<file path="src/rtl/txd_pkg.sv">
package txd_pkg;
  localparam int unsigned OWN_BIT  = 31;
  localparam int unsigned EOF_BIT  = 30;
  localparam int unsigned LEN_LSB  = 12;
  localparam int unsigned LEN_W    = 12;
  localparam int unsigned OFS_BUF  = 4;
  localparam int unsigned OFS_NEXT = 8;

  typedef enum logic [2:0] {
    S_IDLE, S_W0, S_W1, S_W2, S_BUF, S_DRAIN, S_WB, S_NXT
  } walk_state_e;
endpackage

</file>
<file path="src/rtl/txd_byte_fifo.sv">
module txd_byte_fifo #(
  parameter int DEPTH = 16,
  parameter int W     = 8,
  localparam int CW   = $clog2(DEPTH + 1)
) (
  input  logic          clk,
  input  logic          rst_n,
  input  logic          flush,
  input  logic          push,
  input  logic [W-1:0]  push_data,
  input  logic          pop,
  output logic [W-1:0]  pop_data,
  output logic          full,
  output logic          empty,
  output logic [CW-1:0] count
);
  localparam int PW = $clog2(DEPTH);

  logic [W-1:0]  store [DEPTH];
  logic [PW-1:0] wp, rp;
  logic [CW-1:0] cnt;

  function automatic logic [PW-1:0] bump(input logic [PW-1:0] p);
    return (p == PW'(DEPTH - 1)) ? '0 : p + 1'b1;
  endfunction

  always_ff @(posedge clk) begin
    if (push) store[wp] <= push_data;
  end

  always_ff @(posedge clk or negedge rst_n) begin
    if (!rst_n) begin
      wp  <= '0;
      rp  <= '0;
      cnt <= '0;
    end else if (flush) begin
      wp  <= '0;
      rp  <= '0;
      cnt <= '0;
    end else begin
      if (push) wp <= bump(wp);
      if (pop)  rp <= bump(rp);
      case ({push, pop})
        2'b10:   cnt <= cnt + 1'b1;
        2'b01:   cnt <= cnt - 1'b1;
        default: cnt <= cnt;
      endcase
    end
  end

  assign pop_data = store[rp];
  assign count    = cnt;
  assign full     = (cnt == CW'(DEPTH));
  assign empty    = (cnt == '0);

  p_no_push_full_r12: assert property (@(posedge clk) disable iff (!rst_n)
    push |-> !full);
  p_no_pop_empty_r12: assert property (@(posedge clk) disable iff (!rst_n)
    pop |-> !empty);
  p_count_bound_r12: assert property (@(posedge clk) disable iff (!rst_n)
    cnt <= CW'(DEPTH));
endmodule

</file>
<file path="src/rtl/txd_walker.sv">
module txd_walker import txd_pkg::*; #(
  parameter int AW = 20,
  parameter int DW = 32
) (
  input  logic          clk,
  input  logic          rst_n,
  input  logic          ctl_start,
  input  logic          ctl_stop,
  input  logic          ctl_restart,
  input  logic          ctl_owner_chk,
  input  logic          ctl_auto_wb,
  input  logic          ctl_eof_mode,
  input  logic [AW-1:0] ctl_start_addr,
  output logic          mem_req,
  output logic          mem_we,
  output logic [AW-1:0] mem_addr,
  output logic [DW-1:0] mem_wdata,
  input  logic          mem_ack,
  input  logic [DW-1:0] mem_rdata,
  input  logic          fifo_full,
  output logic          push,
  output logic [7:0]    push_data,
  input  logic          pop_fire,
  output logic          tx_last,
  output logic          flush,
  output logic          st_park,
  output logic [AW-1:0] st_cur_dscr,
  output logic [AW-1:0] st_eof_dscr,
  output logic          ev_done,
  output logic          ev_eof,
  output logic          ev_total_eof,
  output logic          ev_dscr_err
);
  localparam int BPW = DW / 8;
  localparam int HW  = $clog2(BPW + 1);

  walk_state_e      st;
  logic [AW-1:0]    cur, nxt, rd_ptr, eof_addr;
  logic [DW-1:0]    w0, hold;
  logic [HW-1:0]    hold_cnt, chunk;
  logic [LEN_W-1:0] bytes_left, pop_left, rd_len;
  logic             ack, fin, is_eof;

  assign rd_len = mem_rdata[LEN_LSB +: LEN_W];
  assign is_eof = w0[EOF_BIT];
  assign ack    = mem_req && mem_ack;
  assign chunk  = (bytes_left > LEN_W'(BPW)) ? HW'(BPW) : bytes_left[HW-1:0];
  assign fin    = (st == S_DRAIN) &&
                  ((pop_left == '0) || (pop_fire && pop_left == LEN_W'(1)));

  always_comb begin
    mem_req  = 1'b0;
    mem_we   = 1'b0;
    mem_addr = cur;
    unique case (st)
      S_W0:         mem_req = 1'b1;
      S_W1: begin
        mem_req  = 1'b1;
        mem_addr = cur + AW'(OFS_BUF);
      end
      S_W2, S_NXT: begin
        mem_req  = 1'b1;
        mem_addr = cur + AW'(OFS_NEXT);
      end
      S_BUF: begin
        mem_req  = (hold_cnt == '0) && (bytes_left != '0);
        mem_addr = rd_ptr;
      end
      S_WB: begin
        mem_req = 1'b1;
        mem_we  = 1'b1;
      end
      default: ;
    endcase
  end

  assign mem_wdata = w0 & ~(DW'(1) << OWN_BIT);
  assign push      = (hold_cnt != '0) && !fifo_full;
  assign push_data = hold[7:0];
  assign tx_last   = is_eof && (pop_left == LEN_W'(1));
  assign flush     = ctl_stop;

  always_ff @(posedge clk or negedge rst_n) begin
    if (!rst_n) begin
      st           <= S_IDLE;
      cur          <= '0;
      nxt          <= '0;
      rd_ptr       <= '0;
      eof_addr     <= '0;
      w0           <= '0;
      hold         <= '0;
      hold_cnt     <= '0;
      bytes_left   <= '0;
      pop_left     <= '0;
      ev_done      <= 1'b0;
      ev_eof       <= 1'b0;
      ev_total_eof <= 1'b0;
      ev_dscr_err  <= 1'b0;
    end else begin
      ev_done      <= 1'b0;
      ev_eof       <= 1'b0;
      ev_total_eof <= 1'b0;
      ev_dscr_err  <= 1'b0;
      if (ctl_stop) begin
        st         <= S_IDLE;
        hold_cnt   <= '0;
        bytes_left <= '0;
        pop_left   <= '0;
      end else begin
        if (push) begin
          hold     <= hold >> 8;
          hold_cnt <= hold_cnt - 1'b1;
        end
        if (pop_fire && pop_left != '0) pop_left <= pop_left - 1'b1;
        unique case (st)
          S_IDLE: begin
            if (ctl_start) begin
              cur <= ctl_start_addr;
              st  <= S_W0;
            end else if (ctl_restart) begin
              st <= S_NXT;
            end
          end
          S_W0: if (ack) begin
            if (ctl_owner_chk && !mem_rdata[OWN_BIT]) begin
              ev_dscr_err <= 1'b1;
              st          <= S_IDLE;
            end else begin
              w0         <= mem_rdata;
              bytes_left <= rd_len;
              pop_left   <= rd_len;
              st         <= S_W1;
            end
          end
          S_W1: if (ack) begin
            rd_ptr <= mem_rdata[AW-1:0] & ~AW'(BPW - 1);
            st     <= S_W2;
          end
          S_W2: if (ack) begin
            nxt <= mem_rdata[AW-1:0];
            st  <= (bytes_left == '0) ? S_DRAIN : S_BUF;
          end
          S_BUF: if (ack) begin
            hold       <= mem_rdata;
            hold_cnt   <= chunk;
            bytes_left <= bytes_left - LEN_W'(chunk);
            rd_ptr     <= rd_ptr + AW'(BPW);
            if (bytes_left <= LEN_W'(BPW)) begin
              st <= S_DRAIN;
              if (is_eof && !ctl_eof_mode) ev_eof <= 1'b1;
            end
          end
          S_DRAIN: if (fin) begin
            ev_done <= 1'b1;
            if (is_eof) begin
              eof_addr <= cur;
              if (ctl_eof_mode) ev_eof <= 1'b1;
            end
            if (nxt == '0) ev_total_eof <= 1'b1;
            if (ctl_auto_wb) st <= S_WB;
            else if (nxt == '0) st <= S_IDLE;
            else begin
              cur <= nxt;
              st  <= S_W0;
            end
          end
          S_WB: if (ack) begin
            if (nxt == '0) st <= S_IDLE;
            else begin
              cur <= nxt;
              st  <= S_W0;
            end
          end
          S_NXT: if (ack) begin
            if (mem_rdata[AW-1:0] == '0) st <= S_IDLE;
            else begin
              cur <= mem_rdata[AW-1:0];
              st  <= S_W0;
            end
          end
          default: st <= S_IDLE;
        endcase
      end
    end
  end

  assign st_park     = (st == S_IDLE);
  assign st_cur_dscr = cur;
  assign st_eof_dscr = eof_addr;

  p_req_hold_r13: assert property (@(posedge clk) disable iff (!rst_n)
    (mem_req && !mem_ack && !ctl_stop) |=>
      (mem_req && $stable(mem_addr) && $stable(mem_we)));
  p_err_parks_r9: assert property (@(posedge clk) disable iff (!rst_n)
    ev_dscr_err |-> (st_park && !ev_done));
  p_total_with_done_r7: assert property (@(posedge clk) disable iff (!rst_n)
    ev_total_eof |-> ev_done);
endmodule

</file>
<file path="src/rtl/txd_chain_top.sv">
module txd_chain_top #(
  parameter int AW         = 20,
  parameter int DW         = 32,
  parameter int FIFO_DEPTH = 16,
  localparam int FCW       = $clog2(FIFO_DEPTH + 1)
) (
  input  logic           clk,
  input  logic           rst_n,
  input  logic           ctl_start,
  input  logic           ctl_stop,
  input  logic           ctl_restart,
  input  logic           ctl_owner_chk,
  input  logic           ctl_auto_wb,
  input  logic           ctl_eof_mode,
  input  logic [AW-1:0]  ctl_start_addr,
  output logic           mem_req,
  output logic           mem_we,
  output logic [AW-1:0]  mem_addr,
  output logic [DW-1:0]  mem_wdata,
  input  logic           mem_ack,
  input  logic [DW-1:0]  mem_rdata,
  output logic [7:0]     tx_data,
  output logic           tx_valid,
  output logic           tx_last,
  input  logic           tx_ready,
  output logic           st_park,
  output logic [AW-1:0]  st_cur_dscr,
  output logic [AW-1:0]  st_eof_dscr,
  output logic           fifo_full,
  output logic           fifo_empty,
  output logic [FCW-1:0] fifo_count,
  output logic           ev_done,
  output logic           ev_eof,
  output logic           ev_total_eof,
  output logic           ev_dscr_err
);
  logic       push, pop_fire, flush;
  logic [7:0] push_data;

  assign tx_valid = !fifo_empty;
  assign pop_fire = tx_valid && tx_ready;

  txd_walker #(.AW(AW), .DW(DW)) u_walker (
    .clk, .rst_n, .ctl_start, .ctl_stop, .ctl_restart, .ctl_owner_chk,
    .ctl_auto_wb, .ctl_eof_mode, .ctl_start_addr,
    .mem_req, .mem_we, .mem_addr, .mem_wdata, .mem_ack, .mem_rdata,
    .fifo_full, .push, .push_data, .pop_fire, .tx_last, .flush,
    .st_park, .st_cur_dscr, .st_eof_dscr,
    .ev_done, .ev_eof, .ev_total_eof, .ev_dscr_err
  );

  txd_byte_fifo #(.DEPTH(FIFO_DEPTH), .W(8)) u_fifo (
    .clk, .rst_n, .flush, .push, .push_data, .pop(pop_fire),
    .pop_data(tx_data), .full(fifo_full), .empty(fifo_empty), .count(fifo_count)
  );

  p_tx_stable_r4: assert property (@(posedge clk) disable iff (!rst_n)
    (tx_valid && !tx_ready && !ctl_stop) |=>
      (tx_valid && $stable(tx_data) && $stable(tx_last)));
  p_stop_parks_r10: assert property (@(posedge clk) disable iff (!rst_n)
    ctl_stop |=> (st_park && fifo_empty));
endmodule

</file>
<file path="config.mk">
export PLATFORM = sky130hd
export DESIGN_NAME = txd_chain_top
export DESIGN_NICKNAME = d
export VERILOG_FILES = /design/src/rtl/txd_pkg.sv /design/src/rtl/txd_byte_fifo.sv /design/src/rtl/txd_walker.sv /design/src/rtl/txd_chain_top.sv
export SDC_FILE = /design/constraint.sdc
export NUM_CORES = 1
export LEC_CHECK = 0
export BUFFER_PORTS_ARGS = -buffer_cell sky130_fd_sc_hd__buf_2
export CAP_MARGIN = 20
export CORE_MARGIN = 3
export CORE_UTILIZATION = 50
export DETAILED_ROUTE_END_ITERATION = 7
export PLACE_DENSITY_LB_ADDON = 0.3
export SYNTH_ARGS = -nofsm -noshare
export SYNTH_HDL_FRONTEND = slang
export SYNTH_HIERARCHICAL = 1
export SYNTH_SLANG_ARGS = --single-unit
export TNS_END_PERCENT = 5
</file>
<file path="constraint.sdc">
create_clock -name clk -period 4.1 [get_ports clk]
set_input_delay 1.23 -clock clk [delete_from_list [all_inputs] [get_ports clk]]
set_output_delay 1.23 -clock clk [all_outputs]
set_load 0.02 [all_outputs]
</file>
==> impl_summary.md, run 1 <==
Placed design
Routability-driven placement finished with a final weighted congestion of 0.942. Summing all placed instances gives a cell area of 16600 µm². Summed over all nets, the half-perimeter wirelength after detailed placement is slightly below 30000 µm. The count of buffers from port buffering is 176.

Route
After detailed routing, the total wire length is 42300 µm. The DRC violation count after routing is 0. The total number of vias is approximately 12000. The detailed-router iteration count before antenna repair is 5. The routed length per instance is 22.3 µm. In the routed layout, each cell is associated on average with a via count of 6.23.

The DRC marker count from the first detailed-route iteration is around 1300. Once detail routing completed, the nets flagged for antenna violations numbered 0.

GRT
The initial antenna violation count is 1. The overall track demand over capacity in global routing is 25.4%. The global-route wire length before repair is approximately 66000 µm.

The total congestion overflow is 0. Entering global routing, the biggest net connects 86 pins. The via count of the first global-routing pass is around 11000.

Finish
The library cells used most frequently in the layout, excluding fill and tap cells, are sky130_fd_sc_hd__dfrtp_1, sky130_fd_sc_hd__buf_2, sky130_fd_sc_hd__nor2_1. With fillers left out, the area of the finished cells amounts to 17800 µm². The synthesis-to-finish area growth is 16.4%.

Leaving out fill and tap cells, the most frequent cell in the layout is sky130_fd_sc_hd__dfrtp_1. The net count of the finished layout is 1558. Of the cells placed in the final design, the portion with a size suffix greater than 1 is 26.6%.

The repair_antennas step left the layout with diodes totalling 0.

Power and ir drop
IR analysis of the VDD net gives a maximum drop of 0.000497 V. In this run the power density over the cells is 769 nW/µm². The total power of the final layout is around 14 mW. For this design the static power due to leakage is 7.23 nW.

Clocking
Counting along the longest clock path gives a buffer depth of 3. Clock latency on the worst-skew pair, taken at its later pin, is 0.52 ns. The clock tree root driver cell is sky130_fd_sc_hd__clkbuf_16. The clock sink total is 316. The number of clock buffers added by TritonCTS is 34. TritonCTS built the clock tree.

The clock-pin slew reported for the worst setup and hold paths after clock tree synthesis is 0.06 ns. The H-tree depth is 2. The count of hold-fix buffers inserted at cts is 0.

Floorplan
The die span in y is approximately 180 µm. The region available for standard cell placement spans about 30000 µm². The starting utilization of the core area is 51.1%. 178 I/O pins were placed. The die area is 32600 µm². In this run the core area contains 63 standard-cell rows.

The width of the die is 181 µm.

STA
The count of final max-slew check failures is 0. The final-layout setup total negative slack is 0 ns. The worst max-slew margin expressed relative to the limit is 30.3%. The worst-margin pin slew is 1.04 ns. The number of endpoints with negative hold slack in the final report is 0.

In the finished design, the share of the clock period the worst path needs comes to 95.2%. The worst path needs 3.90 ns of the cycle, external delays included. Setup violations remaining at the end of the flow were counted as 0. Setup repair after global routing left no endpoint under its margin. The worst-case clock skew is between 0.015 and 0.02 ns.

Derived from the worst setup path, the maximum achievable clock frequency is 0.256 GHz.

Setup path
The required arrival time at the worst endpoint is 2.87 ns. The largest individual stage delay along the critical path comes from the cell sky130_fd_sc_hd__dfrtp_2. STA puts the critical path data arrival time at roughly 2.7 ns. The start-to-end type of the worst setup path is reg2out. On the worst path, the slowest cell contributes a delay of 0.71 ns.

The critical path goes through buf_4 > mux4_1 > a22oi_1 > nand2_1 > buf_2. Of all nets on the critical path, the largest fanout is 18. The endpoint type of the worst setup path is an output pin.

The nature of the critical path startpoint is a register.

Logic synthesis
Dividing the synthesized area by the synthesized cell count gives 11.6 µm². The warning count from the yosys run is 6. The synthesized netlist contains 73 unique library cells. The post-synthesis cell count is 1316.

The fraction of registers with async set/reset is 59.5%. In this run, synthesis produced a sequential element count of 316. In this run, synthesis inferred approximately 130 flip-flops with an integrated enable. In this run the cell area of the synthesized design comes to 15300 µm². Sequential elements use 56.0% of the synthesized area. Among all flip-flop cells after synthesis, the most frequent one is sky130_fd_sc_hd__dfrtp_1.

Run
The number of max-cap violations is 0.

Hold path
The tightest min-delay check is of the reg2reg type.

Run status
The flow ran to the end, and the final reports show no timing, DRC or antenna violations.
==> synthesized netlist by cell type, drive strengths merged, types with 5 or more instances <==
master     n  share of area, %
clkbuf    53               1.3
nor3b      9              0.48
nand4      9              0.37
buf       41               1.7
mux4      32               5.1
xnor2     12              0.69
nor2b     15              0.62
a22oi     24               1.2
dfrtp    188                31
ha        16               1.3
edfxtp   128                25
nor4      22              0.90
a31oi      8              0.33
o211ai     6              0.30
nand2     95               2.3
a22o      12              0.69
nand2b    18              0.74
or4        5              0.30
xor2       9              0.52
or3        8              0.33
o21ai     66               2.2
nand3     29              0.95
nor2     159               4.0
a21oi     77               2.5
inv       19              0.47
o22ai     55               2.3
mux2i      8              0.53
mux2      88               6.5
a2bb2oi    5              0.29
nor3      14              0.49
and3       7              0.29
o31ai      7              0.34
and2       6              0.25
and4       6              0.34
a211oi    11              0.54
==> timing repair <==
item	4_1_cts	5_1_grt
resized for setup	0	3
setup buffers	0	0
endpoints found under the setup margin	0	2
==> state kept, by name, summed over array words and instances, names as in the netlist, 3 cells and up <==
name,flops
u_fifo/count,5
u_fifo/rp,4
u_fifo/store,128
u_fifo/wp,4
u_walker/bytes_left,12
u_walker/hold,32
u_walker/hold_cnt,3
u_walker/nxt,20
u_walker/pop_left,12
u_walker/rd_ptr,18
u_walker/st,3
u_walker/st_cur_dscr,20
u_walker/st_eof_dscr,20
u_walker/w0,31
==> layer usage <==
metal / vias up / GRT usage, % / wire length, µm
met2: 609 / 38.9 / 19100
met3: 77 / 4.99 / 3690
li1: 5250 / - / -
met4: 2 / 6.42 / 996
met1: 5866 / 37.7 / 18500
met5: - / 0 / 17
==> path summary, 6_finish.rpt <==
check,from,end,slack [ns],depth (start not counted)
min in group asynchronous,rst_n,u_walker/ev_done$_DFF_PN0_,0.79,1
max in group asynchronous,rst_n,u_walker/st_cur_dscr[7]$_DFFE_PN0P_,2.48,2
min,u_walker/hold[24]$_DFFE_PN0N_,u_walker/hold[24]$_DFFE_PN0N_,0.50,1
max,u_fifo/rp[0]$_DFFE_PN0P_,tx_data[3],0.20,5
max reg2reg,u_walker/st[2]$_DFFE_PN0P_,u_walker/bytes_left[10]$_DFFE_PN0P_,0.85,8
min reg2reg,u_walker/hold[24]$_DFFE_PN0N_,u_walker/hold[24]$_DFFE_PN0N_,0.50,1
==> stage by stage <==
stage | util, % | hold slack [ns] | instances | setup slack [ns]
after global routing | 59.4 | 0.519 | 1896 | 0.0139
after floorplan | - | 0.467 | 1317 | 0.473
after global placement | 55.4 | 0.485 | 1834 | 0.747
final | 59.4 | 0.500 | 1896 | 0.197
after CTS | 59.4 | 0.504 | 1896 | 0.132
after detailed placement | 55.4 | 0.489 | 1834 | 0.699
==> cells by family (layout without fill, tap and decap cells) <==
group                    after synthesis  in the layout  share of synthesized area (%)
buffers and inverters                113            302                           3.45
XOR/XNOR                              21             21                           1.21
flip-flops                           316            316                           56.0
other                                  1              2                         0.0246
AND/OR/NAND/NOR                      415            415                           13.0
AO/OA/AOI/OAI                        306            306                           12.8
multiplexers                         128            128                           12.1
adder cells (fa/ha/maj)               16             16                           1.31
==> where the power goes <==
group | internal [mW] | switching [mW]
Clock | 1.93 | 1.25
Combinational | 2.10 | 3.15
Sequential | 4.26 | 0.953
==> layout make-up <==
class	count	area (µm²)
Fill cell	2372	12100
Clock inverter	10	124
Inverter	19	71.3
Sequential cell	316	8550
Multi-Input combinational cell	888	6230
Timing Repair Buffer	221	1240
Clock buffer	52	1060
Tap cell	390	488
==> worst max-delay path: cells and delay by family (launching register included) <==
family,cells,cell delay (ns)
flops,1,0.71
simple gates,1,0.10
mux,1,0.59
compound gates,1,0.34
buf+inv,2,0.42
Power figures use the tool's default switching activity.
==> run 2: changes to the inputs <==
HOLD_SLACK_MARGIN = 0.08   (was unset)
clock period = 4.6 ns   (was 4.1 ns; I/O delays follow)
==> impl_summary.md, run 2 (synthesized netlist as in run 1, its figures left out) <==
Setup path
The start-to-end type of the worst setup path is reg2out (unchanged). The slowest cell on the critical path was sky130_fd_sc_hd__nor3b_4 (was sky130_fd_sc_hd__dfrtp_2). The required arrival time at the worst endpoint is 3.22 ns (was 2.87 ns). The nature of the critical path startpoint is a register (unchanged).

The number of cell instances on the worst register-to-register path is 8 (unchanged). The maximum fanout count along the critical path is 25 (was 18). Worst-path cell chain: buf_4 > nor3b_4 > nand2_1 > o31ai_1 > a21o_1 > buf_2 (was buf_4 > mux4_1 > a22oi_1 > nand2_1 > buf_2).

The arrival time at the worst endpoint is 2.82 ns (was 2.67 ns). The endpoint type of the worst setup path is an output pin (unchanged). The biggest cell delay along the critical path came to 0.67 ns (was 0.71 ns).

Power and ir drop
The portion of total power attributed to sequential cells is 39.1% (was 38.2%). The total power of the final layout came to 12.0 mW (was 13.7 mW). The combinational cell fraction of total power came to 38.0% (was 38.5%). The switching share of power is 39.6% (was 39.3%). The net switching power is 4.75 mW (was 5.36 mW). The worst supply voltage drop on vdd is 0.000387 V (was 0.000497 V).

The internal cell power was 7.24 mW (was 8.29 mW). The cell area power density is 681 nW/µm² (was 769 nW/µm²). The leakage power summed over all cells came to 7.12 nW (was 7.23 nW).

The share of total power in the clock network came to 22.9% (was 23.3%).

Hold path
The depth of the worst hold-timing path was 1 (unchanged). The class of the tightest hold or removal check is reg2reg (unchanged).

Floorplan
The number of rows in the core area was 63 (unchanged). The core outline area came to 29900 µm² (unchanged). The number of top-level pins is 178 (unchanged).

The die area is 32600 µm² (unchanged). The starting utilization of the core area is 51.1% (unchanged). The die span in y is 181 µm (unchanged).

The width of the die is 181 µm (unchanged).

Clocking
The number of setup buffers added after CTS is 0 (unchanged). The clock sink total is 316 (unchanged). The latest clock arrival within the worst-skew pair is 0.52 ns (about the same). The count of hold-fix buffers inserted at cts is 0 (unchanged). The clock tree root driver cell is sky130_fd_sc_hd__clkbuf_16 (unchanged). The maximum buffer depth of the clock tree is 3 (unchanged). The clock-pin slew reported for the worst setup and hold paths after clock tree synthesis is 0.06 ns (about the same). The number of buffers inserted during clock tree synthesis came to 35 (was 34). The H-tree depth was 2 (unchanged). The post-cts resize count is 0 (unchanged). The clock tree from TritonCTS is built (unchanged).

STA
The worst-margin pin slew came to 0.890 ns (was 1.04 ns). The final worst hold slack is 0.502 ns (was 0.500 ns). The final worst setup slack is 0.398 ns (was 0.197 ns). The worst-case clock skew is 0.0163 ns (was 0.0167 ns).

The count of final max-slew check failures was 0 (unchanged). The number of endpoints with negative hold slack in the final report is 0 (unchanged). The number of failing setup endpoints in the final timing report is 0 (unchanged). The worst max-slew margin expressed relative to the limit is 40.4% (was 30.3%). Static timing analysis puts the maximum clock frequency at 0.238 GHz. The final-layout setup total negative slack is 0 ns (unchanged). The clock period could shrink to around 4.2 ns. The ratio of final minimum period to clock period is 91.4%. Unrepaired setup endpoints after global routing: no (unchanged).

Route
The routed length per instance is 22.1 µm (was 22.3 µm). The count of nets left with antenna violations after detail routing was 0 (unchanged). The routed via count divided by cell count is 6.20 (was 6.23). The total number of vias is 11663 (was 11804).

The wire length after detailed routing came to 41500 µm (was 42300 µm). The DRC violation count after routing is 0 (unchanged). The detailed-router iteration count before antenna repair is 6 (was 5).

The DRC marker count from the first detailed-route iteration is 1262 (was 1345).

Finish
The most common library cell in the layout ignoring fill and taps is sky130_fd_sc_hd__dfrtp_1 (unchanged). Registers with the most flip-flops: u_fifo/store: 128 flops, u_walker/hold: 32 flops, u_walker/w0: 31 flops (unchanged). The area of the multi-input gates is 6220 µm² (was 6230 µm²). The register bank with the most flops is u_fifo/store (unchanged). The synthesis-to-finish area growth came to 15.4% (was 16.4%). Commonest cells after routing, fill and taps aside: sky130_fd_sc_hd__dfrtp_1, sky130_fd_sc_hd__buf_2, sky130_fd_sc_hd__nor2_1 (unchanged).

The number of fill cells is 2399 (was 2372). The footprint of the flip-flops and latches was 8550 µm² (unchanged). The final standard cell utilization of the core is 58.9% (was 59.4%). The number of flip-flops in the largest register came to 128 (unchanged). The layout cell share with drive strength beyond 1 is 25.9% (was 26.6%). The net count of the finished layout is 1546 (was 1558). The number of diodes is 0 (unchanged).

GRT
The via count of the first global-routing pass was 11223 (was 11398). The initial antenna violation count is 0 (was 1). The global-route wire length before repair is 65000 µm (was 65700 µm). The overall track demand over capacity in global routing is 25.1% (was 25.4%). The total congestion overflow came to 0 (unchanged). The maximum number of pins on one net before global-route repair is 105 (was 86).

Run
The number of max-cap violations is 0 (unchanged).

Run status
Status: finished clean (unchanged).

Placed design
The detailed placement HPWL is 28000 µm (was 28800 µm). The placer congestion estimate came to 0.919 (was 0.942). The count of buffers from port buffering came to 176 (unchanged). The setup slack at placement is 0.998 ns (was 0.699 ns).
## run 2: worst max-delay path: cells and delay by family, from the launching register on
kind,cells,cell delay (ns)
simple gates,2,0.92
flops,1,0.66
buf+inv,2,0.47
compound gates,2,0.25
## run 2: routing by layer
| layer | share of wire, % | track usage, % | routed length, µm |
|---|---|---|---|
| met3 | 8.2 | 4.60 | 3400 |
| met4 | 2.3 | 6.57 | 949 |
| met5 | 0 | 0 | 0 |
| met1 | 43 | 37.0 | 18000 |
| met2 | 46 | 38.7 | 19100 |
## run 2: power groups by stage
stage                     registers (mW)  clock network, mW  logic [mW]
after floorplan                     4.59                  0        3.07
after global placement              4.66                  0        4.43
after detailed placement            4.71                  0        4.49
after CTS                           4.67               2.80        4.53
after global routing                4.80               2.92        4.93
final                               4.68               2.75        4.55
## run 2: area by class of cell
class	instances	area share (%)
multi-input combinational	888	35.3
timing repair buffer	208	6.52
sequential	316	48.6
inverter	19	0.405
clock inverter	21	1.26
clock buffer	40	5.19
tap	390	2.77
## run 2: stage by stage
| step | cells | area [µm²] |
|---|---|---|
| finish | 1882 | 17600 |
| CTS | 1882 | 17600 |
| global placement | 1818 | 16500 |
| detailed placement | 1821 | 16500 |
| global route | 1882 | 17600 |
| floorplan | 1317 | 15300 |
## run 2: final timing paths
check                                               startpoint                                  end  slack (ns)
max reg2reg                         u_walker/st[1]$_DFFE_PN0P_  u_walker/bytes_left[10]$_DFFE_PN0P_        1.04
min reg2reg                u_walker/st_eof_dscr[5]$_DFFE_PN0P_  u_walker/st_eof_dscr[5]$_DFFE_PN0P_        0.50
min                        u_walker/st_eof_dscr[5]$_DFFE_PN0P_  u_walker/st_eof_dscr[5]$_DFFE_PN0P_        0.50
max                                 u_walker/st[1]$_DFFE_PN0P_                         mem_addr[16]        0.40
max in group asynchronous                                rst_n        u_walker/hold[22]$_DFFE_PN0N_        2.75
min in group asynchronous                                rst_n      u_walker/ev_total_eof$_DFF_PN0_        0.98
==> run 3: changes to the inputs <==
CORE_MARGIN = 2   (was 3)
==> impl_summary.md, run 3 (synthesized netlist as in run 1, its figures left out) <==
Clocking
The post-cts resize count was 0 (unchanged). The clock tree root driver cell is sky130_fd_sc_hd__clkbuf_16 (unchanged). The latest clock arrival within the worst-skew pair came to 0.58 ns (was 0.52 ns). The H-tree depth was 1 (was 2).

The maximum buffer depth of the clock tree is 3 (unchanged). The number of buffers inserted during clock tree synthesis is 31 (was 35). The count of hold-fix buffers inserted at cts is 0 (unchanged). The clock-pin slew reported for the worst setup and hold paths after clock tree synthesis is 0.06 ns (about the same). The number of setup buffers added after CTS came to 0 (unchanged). The clock sink total is 316 (unchanged). The clock tree from TritonCTS was built (unchanged).

Floorplan
The number of top-level pins was 178 (unchanged). The starting utilization of the core area came to 51.1% (unchanged). The core outline area is 29900 µm² (unchanged). The width of the die is 179 µm (was 181 µm).

The number of rows in the core area is 63 (unchanged). The die span in y came to 179 µm (was 181 µm). The die area is 31900 µm² (was 32600 µm²).

STA
The worst-case clock skew is 0.0135 ns (was 0.0163 ns). The number of endpoints with negative hold slack in the final report was 0 (unchanged). The final-layout setup total negative slack is 0 ns (unchanged). Unrepaired setup endpoints after global routing: no (unchanged).

The final period demand of the worst path is 4.41 ns (was 4.20 ns). The number of failing setup endpoints in the final timing report is 0 (unchanged). The worst-margin pin slew is 1.02 ns (was 0.890 ns).

The ratio of final minimum period to clock period is 95.8% (was 91.4%). The final worst hold slack came to 0.502 ns (about the same). The highest clock rate was 0.227 GHz (was 0.238 GHz). The worst max-slew margin expressed relative to the limit is 31.8% (was 40.4%). The count of final max-slew check failures is 0 (unchanged).

Finish
Commonest cells after routing, fill and taps aside: sky130_fd_sc_hd__dfrtp_1, sky130_fd_sc_hd__buf_2, sky130_fd_sc_hd__nor2_1 (unchanged). The register bank with the most flops is u_fifo/store (unchanged). The net count of the finished layout is 1543 (was 1546). The most common library cell in the layout ignoring fill and taps is sky130_fd_sc_hd__dfrtp_1 (unchanged). The number of flip-flops in the largest register is 128 (unchanged).

The synthesis-to-finish area growth came to 15.4% (about the same). Registers with the most flip-flops: u_fifo/store: 128 flops, u_walker/hold: 32 flops, u_walker/w0: 31 flops (unchanged). The number of fill cells is 2399 (unchanged). The layout cell share with drive strength beyond 1 is 25.8% (was 25.9%).

GRT
The global-route wire length before repair came to 64300 µm (was 65000 µm). The initial antenna violation count was 0 (unchanged). The total congestion overflow is 0 (unchanged).

The maximum number of pins on one net before global-route repair is 79 (was 105). The overall track demand over capacity in global routing is 26.3% (was 25.1%). The via count of the first global-routing pass is 11257 (was 11223).

Setup path
The end of the critical path is mem_addr[17] (was mem_addr[16]). The timing startpoint of the critical path is u_walker/st_cur_dscr[3]$_DFFE_PN0P_ (was u_walker/st[1]$_DFFE_PN0P_). The endpoint type of the worst setup path is an output pin (unchanged).

The beginning of the worst register-to-register path is u_walker/st[0]$_DFFE_PN0P_ (was u_walker/st[1]$_DFFE_PN0P_). The required arrival time at the worst endpoint came to 3.22 ns (about the same). The start-to-end type of the worst setup path is reg2out (unchanged). The endpoint of the most critical register-to-register path is u_walker/bytes_left[10]$_DFFE_PN0P_ (unchanged).

The maximum fanout count along the critical path is 10 (was 25). The slack of the worst reg-to-reg path was 1.29 ns (was 1.04 ns). The nature of the critical path startpoint is a register (unchanged). The number of cell instances on the worst register-to-register path is 8 (unchanged). The arrival time at the worst endpoint is 3.03 ns (was 2.82 ns).

Run status
Status: finished clean (unchanged).

Power and ir drop
The cell area power density came to 681 nW/µm² (about the same). The leakage power summed over all cells came to 7.12 nW (about the same). The worst supply voltage drop on vdd is 0.000438 V (was 0.000387 V).

Placed design
The detailed placement HPWL is 28400 µm (was 28000 µm). The placer congestion estimate is 0.890 (was 0.919). The count of buffers from port buffering is 176 (unchanged).

Route
The wire length after detailed routing is 41800 µm (was 41500 µm). The DRC marker count from the first detailed-route iteration is 1267 (was 1262). The DRC violation count after routing was 0 (unchanged). The routed length per instance came to 22.2 µm (was 22.1 µm).

The routed via count divided by cell count was 6.22 (was 6.20). The detailed-router iteration count before antenna repair is 5 (was 6). The count of nets left with antenna violations after detail routing is 0 (unchanged). The total number of vias came to 11709 (was 11663).

Run
The number of max-cap violations is 0 (unchanged).

Hold path
The class of the tightest hold or removal check was reg2reg (unchanged).
[run 3: through the flow]
step                      setup WS, ns  total power [mW]  utilization (%)  cells  instance area, µm²
final                            0.193              12.0             58.9   1881               17600
after global routing            0.0180              12.6             58.9   1880               17600
after CTS                        0.290              12.0             58.9   1879               17600
after detailed placement         0.914              9.22             55.1   1821               16500
after global placement           0.938              9.12             55.1   1821               16500
after floorplan                  0.823              7.66                -   1317               15300
[run 3: worst min path at each step]
stage                                        from                       endpoint  slack [ns]  cells past startpoint
floorplan           u_walker/hold[24]$_DFFE_PN0N_  u_walker/hold[24]$_DFFE_PN0N_        0.47                      1
global placement    u_walker/hold[30]$_DFFE_PN0N_  u_walker/hold[30]$_DFFE_PN0N_        0.48                      1
detailed placement     u_walker/w0[0]$_DFFE_PN0P_     u_walker/w0[0]$_DFFE_PN0P_        0.49                      1
CTS                 u_walker/hold[30]$_DFFE_PN0N_  u_walker/hold[30]$_DFFE_PN0N_        0.50                      1
global route        u_walker/hold[30]$_DFFE_PN0N_  u_walker/hold[30]$_DFFE_PN0N_        0.51                      1
finish              u_walker/hold[30]$_DFFE_PN0N_  u_walker/hold[30]$_DFFE_PN0N_        0.50                      1
[run 3: area by class of cell]
class                   instances  area (µm²)  area share (%)
flip-flops and latches        316        8550            48.6
clock inverters                19         269            1.53
clock buffers                  39         856            4.86
diodes                          1        2.50          0.0142
repair buffers                209        1150            6.53
inverters                      19        71.3           0.405
well taps                     390         488            2.77
multi-input cells             888        6220            35.3
[run 3: worst max-delay path, stage by stage (launching register included)]
cell and delay [ns]:
sky130_fd_sc_hd__dfrtp_1 0.57, sky130_fd_sc_hd__ha_1 0.32, sky130_fd_sc_hd__nand4_1 0.23, sky130_fd_sc_hd__nor3_1 0.64, sky130_fd_sc_hd__o32ai_1 0.16, sky130_fd_sc_hd__o32ai_1 0.30, sky130_fd_sc_hd__buf_2 0.22
[run 3: power by group]
part / total (mW) / leakage [nW] / internal (mW) / switching [mW]
sequential: 4.69 / 3.52 / 3.80 / 0.895
combinational: 4.55 / 3.06 / 1.83 / 2.72
clock: 2.75 / 0.549 / 1.66 / 1.09
[run 3: routing by layer]
layer	GRT usage [%]	vias to the layer above	wire length (µm)
met5	0	-	0
met4	7.28	0	1170
met3	3.90	82	3310
met2	41.3	542	19300
met1	38.5	5853	18000
li1	-	5232	-
